## src/rtl/i2c_regport_pkg.sv

```systemverilog
package i2c_regport_pkg;
  localparam int BYTE_W = 8;
  localparam logic [5:0] DEV_BASE = 6'b001110;
  localparam logic [BYTE_W-1:0] ID_BYTE0 = 8'h27;
  localparam logic [BYTE_W-1:0] ID_BYTE1 = 8'hE0;

  typedef enum logic [2:0] {
    ST_IDLE, ST_DEV, ST_REG, ST_DATA, ST_ACK, ST_TX, ST_TXACK, ST_HOLD
  } rp_state_e;

  function automatic logic [6:0] target_addr(input logic pin);
    return {DEV_BASE, pin};
  endfunction

  function automatic logic is_id_addr(input logic [BYTE_W-1:0] a);
    return a[BYTE_W-1:1] == '0;
  endfunction

  function automatic logic [BYTE_W-1:0] id_value(input logic [BYTE_W-1:0] a);
    return a[0] ? ID_BYTE1 : ID_BYTE0;
  endfunction
endpackage

```

## src/rtl/i2c_rp_filter.sv

```systemverilog
module i2c_rp_filter #(
  parameter int   SYNC_LEN = 2,
  parameter int   FILT_LEN = 3,
  parameter logic IDLE_LVL = 1'b1
) (
  input  logic clk,
  input  logic rst_n,
  input  logic bypass,
  input  logic line_i,
  output logic line_o
);
  logic [SYNC_LEN-1:0] sync_q;
  logic [FILT_LEN-1:0] hist_q;
  logic                filt_q;
  logic                samp;

  assign samp = sync_q[SYNC_LEN-1];

  always_ff @(posedge clk or negedge rst_n) begin
    if (!rst_n) begin
      sync_q <= {SYNC_LEN{IDLE_LVL}};
      hist_q <= {FILT_LEN{IDLE_LVL}};
      filt_q <= IDLE_LVL;
    end else begin
      sync_q <= {sync_q[SYNC_LEN-2:0], line_i};
      hist_q <= {hist_q[FILT_LEN-2:0], samp};
      if (&hist_q)       filt_q <= 1'b1;
      else if (~|hist_q) filt_q <= 1'b0;
    end
  end

  assign line_o = bypass ? samp : filt_q;

  AST_FILT_MIN_HOLD: assert property (@(posedge clk) disable iff (!rst_n)
    (filt_q != $past(filt_q)) |-> ($past(samp, 2) == filt_q && $past(samp, 4) == filt_q));
endmodule

```

## src/rtl/i2c_rp_events.sv

```systemverilog
module i2c_rp_events (
  input  logic clk,
  input  logic rst_n,
  input  logic scl_f,
  input  logic sda_f,
  output logic ev_start,
  output logic ev_stop,
  output logic ev_rise,
  output logic ev_fall
);
  logic scl_prev_q, sda_prev_q;

  always_ff @(posedge clk or negedge rst_n) begin
    if (!rst_n) begin
      scl_prev_q <= 1'b1;
      sda_prev_q <= 1'b1;
    end else begin
      scl_prev_q <= scl_f;
      sda_prev_q <= sda_f;
    end
  end

  assign ev_start = scl_prev_q & scl_f & sda_prev_q & ~sda_f;
  assign ev_stop  = scl_prev_q & scl_f & ~sda_prev_q & sda_f;
  assign ev_rise  = ~scl_prev_q & scl_f;
  assign ev_fall  = scl_prev_q & ~scl_f;
endmodule

```

## src/rtl/i2c_rp_engine.sv

```systemverilog
module i2c_rp_engine
  import i2c_regport_pkg::*;
(
  input  logic              clk,
  input  logic              rst_n,
  input  logic              sda_f,
  input  logic              ev_start,
  input  logic              ev_stop,
  input  logic              ev_rise,
  input  logic              ev_fall,
  input  logic              addr_pin,
  input  logic [BYTE_W-1:0] rd_val,
  output logic [BYTE_W-1:0] ptr_o,
  output logic [BYTE_W-1:0] wdata_o,
  output logic              wr_o,
  output logic              sda_oe_o
);
  localparam int CNT_W = $clog2(BYTE_W) + 1;

  rp_state_e         state_q, nxt_q;
  logic [CNT_W-1:0]  cnt_q;
  logic [BYTE_W-1:0] sh_q, tx_q, ptr_q, wd_q;
  logic              wr_q, oe_q;
  logic              byte_done, addr_hit;

  assign byte_done = ev_fall && (cnt_q == CNT_W'(BYTE_W));
  assign addr_hit  = (sh_q[BYTE_W-1:1] == target_addr(addr_pin));

  always_ff @(posedge clk or negedge rst_n) begin
    if (!rst_n) begin
      state_q <= ST_IDLE;
      nxt_q   <= ST_IDLE;
      cnt_q   <= '0;
      sh_q    <= '0;
      tx_q    <= '0;
      ptr_q   <= '0;
      wd_q    <= '0;
      wr_q    <= 1'b0;
      oe_q    <= 1'b0;
    end else begin
      wr_q <= 1'b0;
      if (ev_start) begin
        state_q <= ST_DEV;
        cnt_q   <= '0;
        oe_q    <= 1'b0;
      end else if (ev_stop) begin
        state_q <= ST_IDLE;
        cnt_q   <= '0;
        oe_q    <= 1'b0;
      end else begin
        case (state_q)
          ST_DEV, ST_REG, ST_DATA: begin
            if (ev_rise) begin
              sh_q  <= {sh_q[BYTE_W-2:0], sda_f};
              cnt_q <= cnt_q + 1'b1;
            end else if (byte_done) begin
              cnt_q <= '0;
              if (state_q == ST_DEV) begin
                if (addr_hit) begin
                  oe_q    <= 1'b1;
                  state_q <= ST_ACK;
                  nxt_q   <= sh_q[0] ? ST_TX : ST_REG;
                end else begin
                  state_q <= ST_HOLD;
                end
              end else if (state_q == ST_REG) begin
                ptr_q   <= sh_q;
                oe_q    <= 1'b1;
                state_q <= ST_ACK;
                nxt_q   <= ST_DATA;
              end else begin
                wd_q    <= sh_q;
                wr_q    <= 1'b1;
                oe_q    <= 1'b1;
                state_q <= ST_ACK;
                nxt_q   <= ST_HOLD;
              end
            end
          end
          ST_ACK: begin
            if (ev_fall) begin
              state_q <= nxt_q;
              cnt_q   <= '0;
              if (nxt_q == ST_TX) begin
                tx_q <= rd_val;
                oe_q <= ~rd_val[BYTE_W-1];
              end else begin
                oe_q <= 1'b0;
              end
            end
          end
          ST_TX: begin
            if (ev_fall) begin
              if (cnt_q == CNT_W'(BYTE_W - 1)) begin
                oe_q    <= 1'b0;
                state_q <= ST_TXACK;
                cnt_q   <= '0;
              end else begin
                cnt_q <= cnt_q + 1'b1;
                tx_q  <= tx_q << 1;
                oe_q  <= ~tx_q[BYTE_W-2];
              end
            end
          end
          ST_TXACK: begin
            if (ev_rise) state_q <= ST_HOLD;
          end
          default: ;
        endcase
      end
    end
  end

  assign ptr_o    = ptr_q;
  assign wdata_o  = wd_q;
  assign wr_o     = wr_q;
  assign sda_oe_o = oe_q;

  AST_START_ABORTS: assert property (@(posedge clk) disable iff (!rst_n)
    ev_start |=> (state_q == ST_DEV && cnt_q == '0));
  AST_QUIET_RELEASED: assert property (@(posedge clk) disable iff (!rst_n)
    (state_q == ST_HOLD || state_q == ST_IDLE || state_q == ST_TXACK) |-> !sda_oe_o);
endmodule

```

## src/rtl/i2c_regport.sv

```systemverilog
module i2c_regport
  import i2c_regport_pkg::*;
#(
  parameter int               SYNC_LEN   = 2,
  parameter int               FILT_LEN   = 3,
  parameter logic [BYTE_W-1:0] CTRL_ADDR  = 8'h10,
  parameter int               BYPASS_BIT = 6
) (
  input  logic              clk,
  input  logic              rst_n,
  input  logic              scl_i,
  input  logic              sda_i,
  output logic              sda_oe,
  input  logic              addr_pin,
  output logic [BYTE_W-1:0] reg_addr,
  output logic [BYTE_W-1:0] reg_wdata,
  output logic              reg_wr,
  input  logic [BYTE_W-1:0] reg_rdata
);
  localparam int NLINES = 2;

  logic [NLINES-1:0] raw_lines, filt_lines;
  logic              scl_f, sda_f;
  logic              bypass_q;
  logic              ev_start, ev_stop, ev_rise, ev_fall;
  logic              wr_e;
  logic [BYTE_W-1:0] ptr, wdata, rd_val;

  assign raw_lines = {scl_i, sda_i};

  for (genvar i = 0; i < NLINES; i++) begin : g_line
    i2c_rp_filter #(.SYNC_LEN(SYNC_LEN), .FILT_LEN(FILT_LEN), .IDLE_LVL(1'b1)) u_filt (
      .clk(clk), .rst_n(rst_n), .bypass(bypass_q),
      .line_i(raw_lines[i]), .line_o(filt_lines[i]));
  end

  assign scl_f = filt_lines[1];
  assign sda_f = filt_lines[0];

  i2c_rp_events u_ev (
    .clk(clk), .rst_n(rst_n), .scl_f(scl_f), .sda_f(sda_f),
    .ev_start(ev_start), .ev_stop(ev_stop), .ev_rise(ev_rise), .ev_fall(ev_fall));

  assign rd_val = is_id_addr(ptr) ? id_value(ptr) : reg_rdata;

  i2c_rp_engine u_eng (
    .clk(clk), .rst_n(rst_n), .sda_f(sda_f),
    .ev_start(ev_start), .ev_stop(ev_stop), .ev_rise(ev_rise), .ev_fall(ev_fall),
    .addr_pin(addr_pin), .rd_val(rd_val),
    .ptr_o(ptr), .wdata_o(wdata), .wr_o(wr_e), .sda_oe_o(sda_oe));

  assign reg_wr    = wr_e && !is_id_addr(ptr);
  assign reg_addr  = ptr;
  assign reg_wdata = wdata;

  always_ff @(posedge clk or negedge rst_n) begin
    if (!rst_n)                            bypass_q <= 1'b0;
    else if (reg_wr && ptr == CTRL_ADDR)   bypass_q <= wdata[BYPASS_BIT];
  end

  AST_WR_SINGLE_PULSE: assert property (@(posedge clk) disable iff (!rst_n)
    reg_wr |=> !reg_wr);
  AST_SDA_HELD_SCL_HIGH: assert property (@(posedge clk) disable iff (!rst_n)
    (scl_f && $past(scl_f)) |-> $stable(sda_oe));
  AST_WR_AFTER_ACKED_BYTE: assert property (@(posedge clk) disable iff (!rst_n)
    reg_wr |=> sda_oe);
endmodule

```

## config.mk

```make
export PLATFORM = sky130hd
export DESIGN_NAME = i2c_regport
export DESIGN_NICKNAME = d
export VERILOG_FILES = /design/src/rtl/i2c_regport_pkg.sv /design/src/rtl/i2c_rp_filter.sv /design/src/rtl/i2c_rp_events.sv /design/src/rtl/i2c_rp_engine.sv /design/src/rtl/i2c_regport.sv
export SDC_FILE = /design/constraint.sdc
export NUM_CORES = 1
export LEC_CHECK = 0
export CAP_MARGIN = 20
export CORE_MARGIN = 2
export CORE_UTILIZATION = 38
export CTS_CLUSTER_DIAMETER = 40
export CTS_CLUSTER_SIZE = 10
export DETAILED_ROUTE_END_ITERATION = 10
export GPL_ROUTABILITY_DRIVEN = 0
export GPL_TIMING_DRIVEN = 0
export SYNTH_ARGS = -nofsm -noshare
export SYNTH_HDL_FRONTEND = slang
export SYNTH_HIERARCHICAL = 1
export SYNTH_SLANG_ARGS = --single-unit
```

## constraint.sdc

```tcl
create_clock -name clk -period 6.8 [get_ports clk]
set_input_delay 1.02 -clock clk [delete_from_list [all_inputs] [get_ports clk]]
set_output_delay 1.02 -clock clk [all_outputs]
set_load 0.1 [all_outputs]
```

==> run summary <==
### Yosys
• dfrtp_1 (40%), dfstp_2 (14%), mux2_2 (9.9%) — Synth area leaders
• 11.8 um^2 — average footprint of a synthesized cell
• 246 — post-synthesis net count
• dfrtp_1 — most common cell in the netlist
• 2720 um^2 — post-synth design cell area
• 100% — proportion of register bits with asynchronous set or reset after synthesis
• dfrtp_1 — Main synth FF type
• 6 — warnings from Yosys
• dfrtp_1 (44), mux2_2 (24), a21oi_1 (16), nor2_1 (16) — most frequent cells after synthesis
• 231 — post-synthesis cell count
• 52 — unique cell type count in the Yosys netlist
• 40.5% — Synth top area share
• 54.0% — sequential cell area fraction in the yosys report
• 58 — Seq cells post-synth
• dfrtp_1 — most area-hungry cell type in the Yosys netlist
• 0 — EDFF count, synth

### Global routing
• 0 — total gr overflow
• 33 — pin count of the biggest net entering global routing
• 9.56 mm — global-route wire length before repair
• 16.1% — global-route usage over all layers
• 1944 — number of global-route vias before repair
• 0 — antenna violations before repair

### Die
• 6870 um^2 — area of the placeable core
• 88.6 um — die span in y
• 88.6 um — Die Width
• 7850 um^2 — Die ar.
• 30 — standard-cell rows
• 39.6% — starting density of the core
• 31 — number of ports placed on the die boundary

### Timing
• 0.00679 ns — Worst Skew
• 0 — number of pins exceeding their max-slew limit in the final report
• 269 MHz — upper clock frequency limit
• no — unrepaired setup endpoints after global routing
• 54.6% — Final period util
• 3.08 ns — slack of the critical path
• 0.979 ns — transition time at the pin with the least slew margin
• 0.359 ns — final worst hold slack
• 0 — number of setup violations in the final report
• 3.72 ns — min Tclk post-route
• 34.6% — relative max-transition margin
• 0 — Final Hold Fails
• 0 ns — setup tns final

### Clock network
• 3 — H-tree level count
• 0.33 ns — clock latency on the worst-skew pair
• clkbuf_8 — Root Buffer Master
• 58 — Clock Sink Count
• 0 — total of cells resized after clock tree synthesis
• 0.07 ns — post-CTS clock slew at the launch and capture registers of the worst setup and hold paths
• 0 — hold-fix buffers at CTS
• 0 — buffers inserted during post-CTS setup optimization
• 2 — clock buffer depth
• 9 — total clock buffers created by CTS
• built — CTS tree

### Critical path
• 9 — worst-path maximum fanout
• 2 — CP Buf/Inv Count
• clkdlybuf4s50_1 — Crit-path slowest cell
• 5 — critical path depth
• 2.70 ns — data arrival time at the worst-slack endpoint
• 0.96 ns — highest cell delay on the worst timing path
• buffers and inverters — family with the most delay on the worst path
• 5.78 ns — data required time of the worst path
• reg -> out — Worst Setup Path Type
• nor4_2 -> and3b_1 -> buf_6 -> and2b_2 -> clkdlybuf4s50_1 — worst path cell trace
• 8 — R2R depth
• output pin — nature of the critical path endpoint
• register — startpoint kind of the worst setup timing path

### Final layout
• 645 — filler cell count
• 49.4% — Core Util, Final
• 27.7% — share of layout cells above drive strength 1
• 288 — net total in the final layout
• 24.6% — relative area change from synthesis to final layout
• 0 — count of antenna diodes in the layout

### Power and ir drop
• 1.08 mW — PnR Total Power
• 24.0% — relative contribution of combinational cells to total power
• 317 nW/um^2 — power density relative to cell area
• 0.752 mW — Internal Dissipation
• 40.8% — relative contribution of sequential cells to total power
• 35.3% — clock power share
• 0.324 mW — Switch Pwr
• 1.55 nW — static leakage power
• 0.000139 V — Worst IR Drop VDD
• 30.1% — fraction of power spent switching nets

### Placed design
• 30 — count of input and output buffers
• 3.42 ns — Worst Setup Slack post-DPL
• 3.66 mm — half-perimeter wire length after detailed placement

### Detailed routing
• 2.61 mm — routed metal-1 wire length
• 5.03 — via density per instance
• 4 — Pre-Repair DR Iteration Count
• 14.4 um — Wirelength per Cell
• 1881 — vias post-DR
• 2.45 mm — met2 WL post-DR
• 82 — DRC marker count from the first detailed-route iteration
• 5.40 mm — Detailed Route WL
• 305 um — met3 wirelength from detailed routing
• 0 — remaining number of nets flagged by the antenna check after routing
• met4 — top layer in use
• 0 — DRC errors left

### Worst hold path
• reg -> reg — worst min-delay path class
• 0 — Worst Hold Depth

### Run status
• finished, final reports clean — result of the run

### Flow run
• 0 — # Max-Cap Violations

-- layer usage --
metal,track usage [%],vias up
li1,-,905
met4,4.55,0
met1,22.1,929
met3,6.06,2
met2,23.8,45
met5,0,-
-- worst paths after layout --
check                                                     start  slack, ns                              endpoint
setup reg to reg                           bypass_q$_DFFE_PN0P_       4.40            u_eng/ptr_o[4]$_DFFE_PN0P_
hold / removal             g_line[1].u_filt/sync_q[0]$_DFF_PN1_       0.36  g_line[1].u_filt/sync_q[1]$_DFF_PN1_
min in group asynchronous                                 rst_n       0.70             u_eng/tx_q[3]$_DFFE_PN0P_
max in group asynchronous                                 rst_n       5.45             u_ev/sda_prev_q$_DFF_PN1_
setup / recovery                     u_eng/ptr_o[1]$_DFFE_PN0P_       3.08                                reg_wr
hold reg to reg            g_line[1].u_filt/sync_q[0]$_DFF_PN1_       0.36  g_line[1].u_filt/sync_q[1]$_DFF_PN1_
-- cells in the final DEF (no fill, tap or decap), types with 3 or more instances in the layout --
master           count
a21oi_1             16
nand3_1              7
clkdlybuf4s50_1     29
and4b_1              3
mux2_2              24
mux2_4               6
nor2b_1              4
mux2i_1              9
nand2b_1             3
and2b_2              4
bufinv_16            3
nand2_1             10
o21ai_0             14
clkbuf_1             3
inv_1               12
dfrtp_1             44
nor2_1              16
clkbuf_8             9
dfstp_2             14
buf_2                4
-- flip-flops by register name, indices dropped and copies added (netlist names) --
register	cells
u_eng/tx_q	7
u_eng/sda_oe_o	1
bypass_q	1
u_ev/scl_prev_q	1
u_eng/wr_o	1
u_eng/state_q	3
u_eng/cnt_q	4
g_line.u_filt/hist_q	6
u_ev/sda_prev_q	1
u_eng/nxt_q	3
g_line.u_filt/sync_q	4
g_line.u_filt/filt_q	2
u_eng/wdata_o	8
u_eng/ptr_o	8
u_eng/sh_q	8
-- final cells by class --
cell class	count	area [um^2]	area share, %
buffer	7	48.8	1.44
clock buffer	11	131	3.87
clock inverter	5	103	3.03
inverter	12	45.0	1.33
multi-input combinational	154	1160	34.2
sequential	58	1470	43.3
tap	96	120	3.54
timing repair buffer	31	315	9.30
-- worst register-to-register path, cell delays in order (launching register included) --
cell and delay [ns]:
dfrtp_1 0.42, mux2_4 0.33, and2b_2 0.26, nand4b_1 0.15, nor2_1 0.22, and4b_1 0.26, and2_1 0.13, buf_4 0.16
mux2_2 0.35
-- logic make-up after synthesis --
group / Yosys count / synth area share [%]
AOI/OAI and AO/OA: 46 / 10.5
buffers and inverters: 19 / 3.45
xor gates and xnor gates: 1 / 0.322
and+or+nand+nor: 65 / 13.9
DFF: 58 / 54.0
muxes: 40 / 17.0
adders and majority gates: 2 / 0.919
-- through the flow --
stage          cells  cell area, um^2
2_1_floorplan    231             2720
3_3_place_gp     357             3140
3_5_place_dp     358             3160
4_1_cts          374             3390
5_1_grt          374             3390
6_report         374             3390
-- power groups by stage --
stage	registers, mW	clock network, mW	logic [mW]
6_report	0.439	0.380	0.258
5_1_grt	0.445	0.409	0.290
4_1_cts	0.439	0.391	0.259
3_5_place_dp	0.445	0	0.258
3_3_place_gp	0.443	0	0.253
2_1_floorplan	0.450	0	0.185
Power figures use the tool's default switching activity.
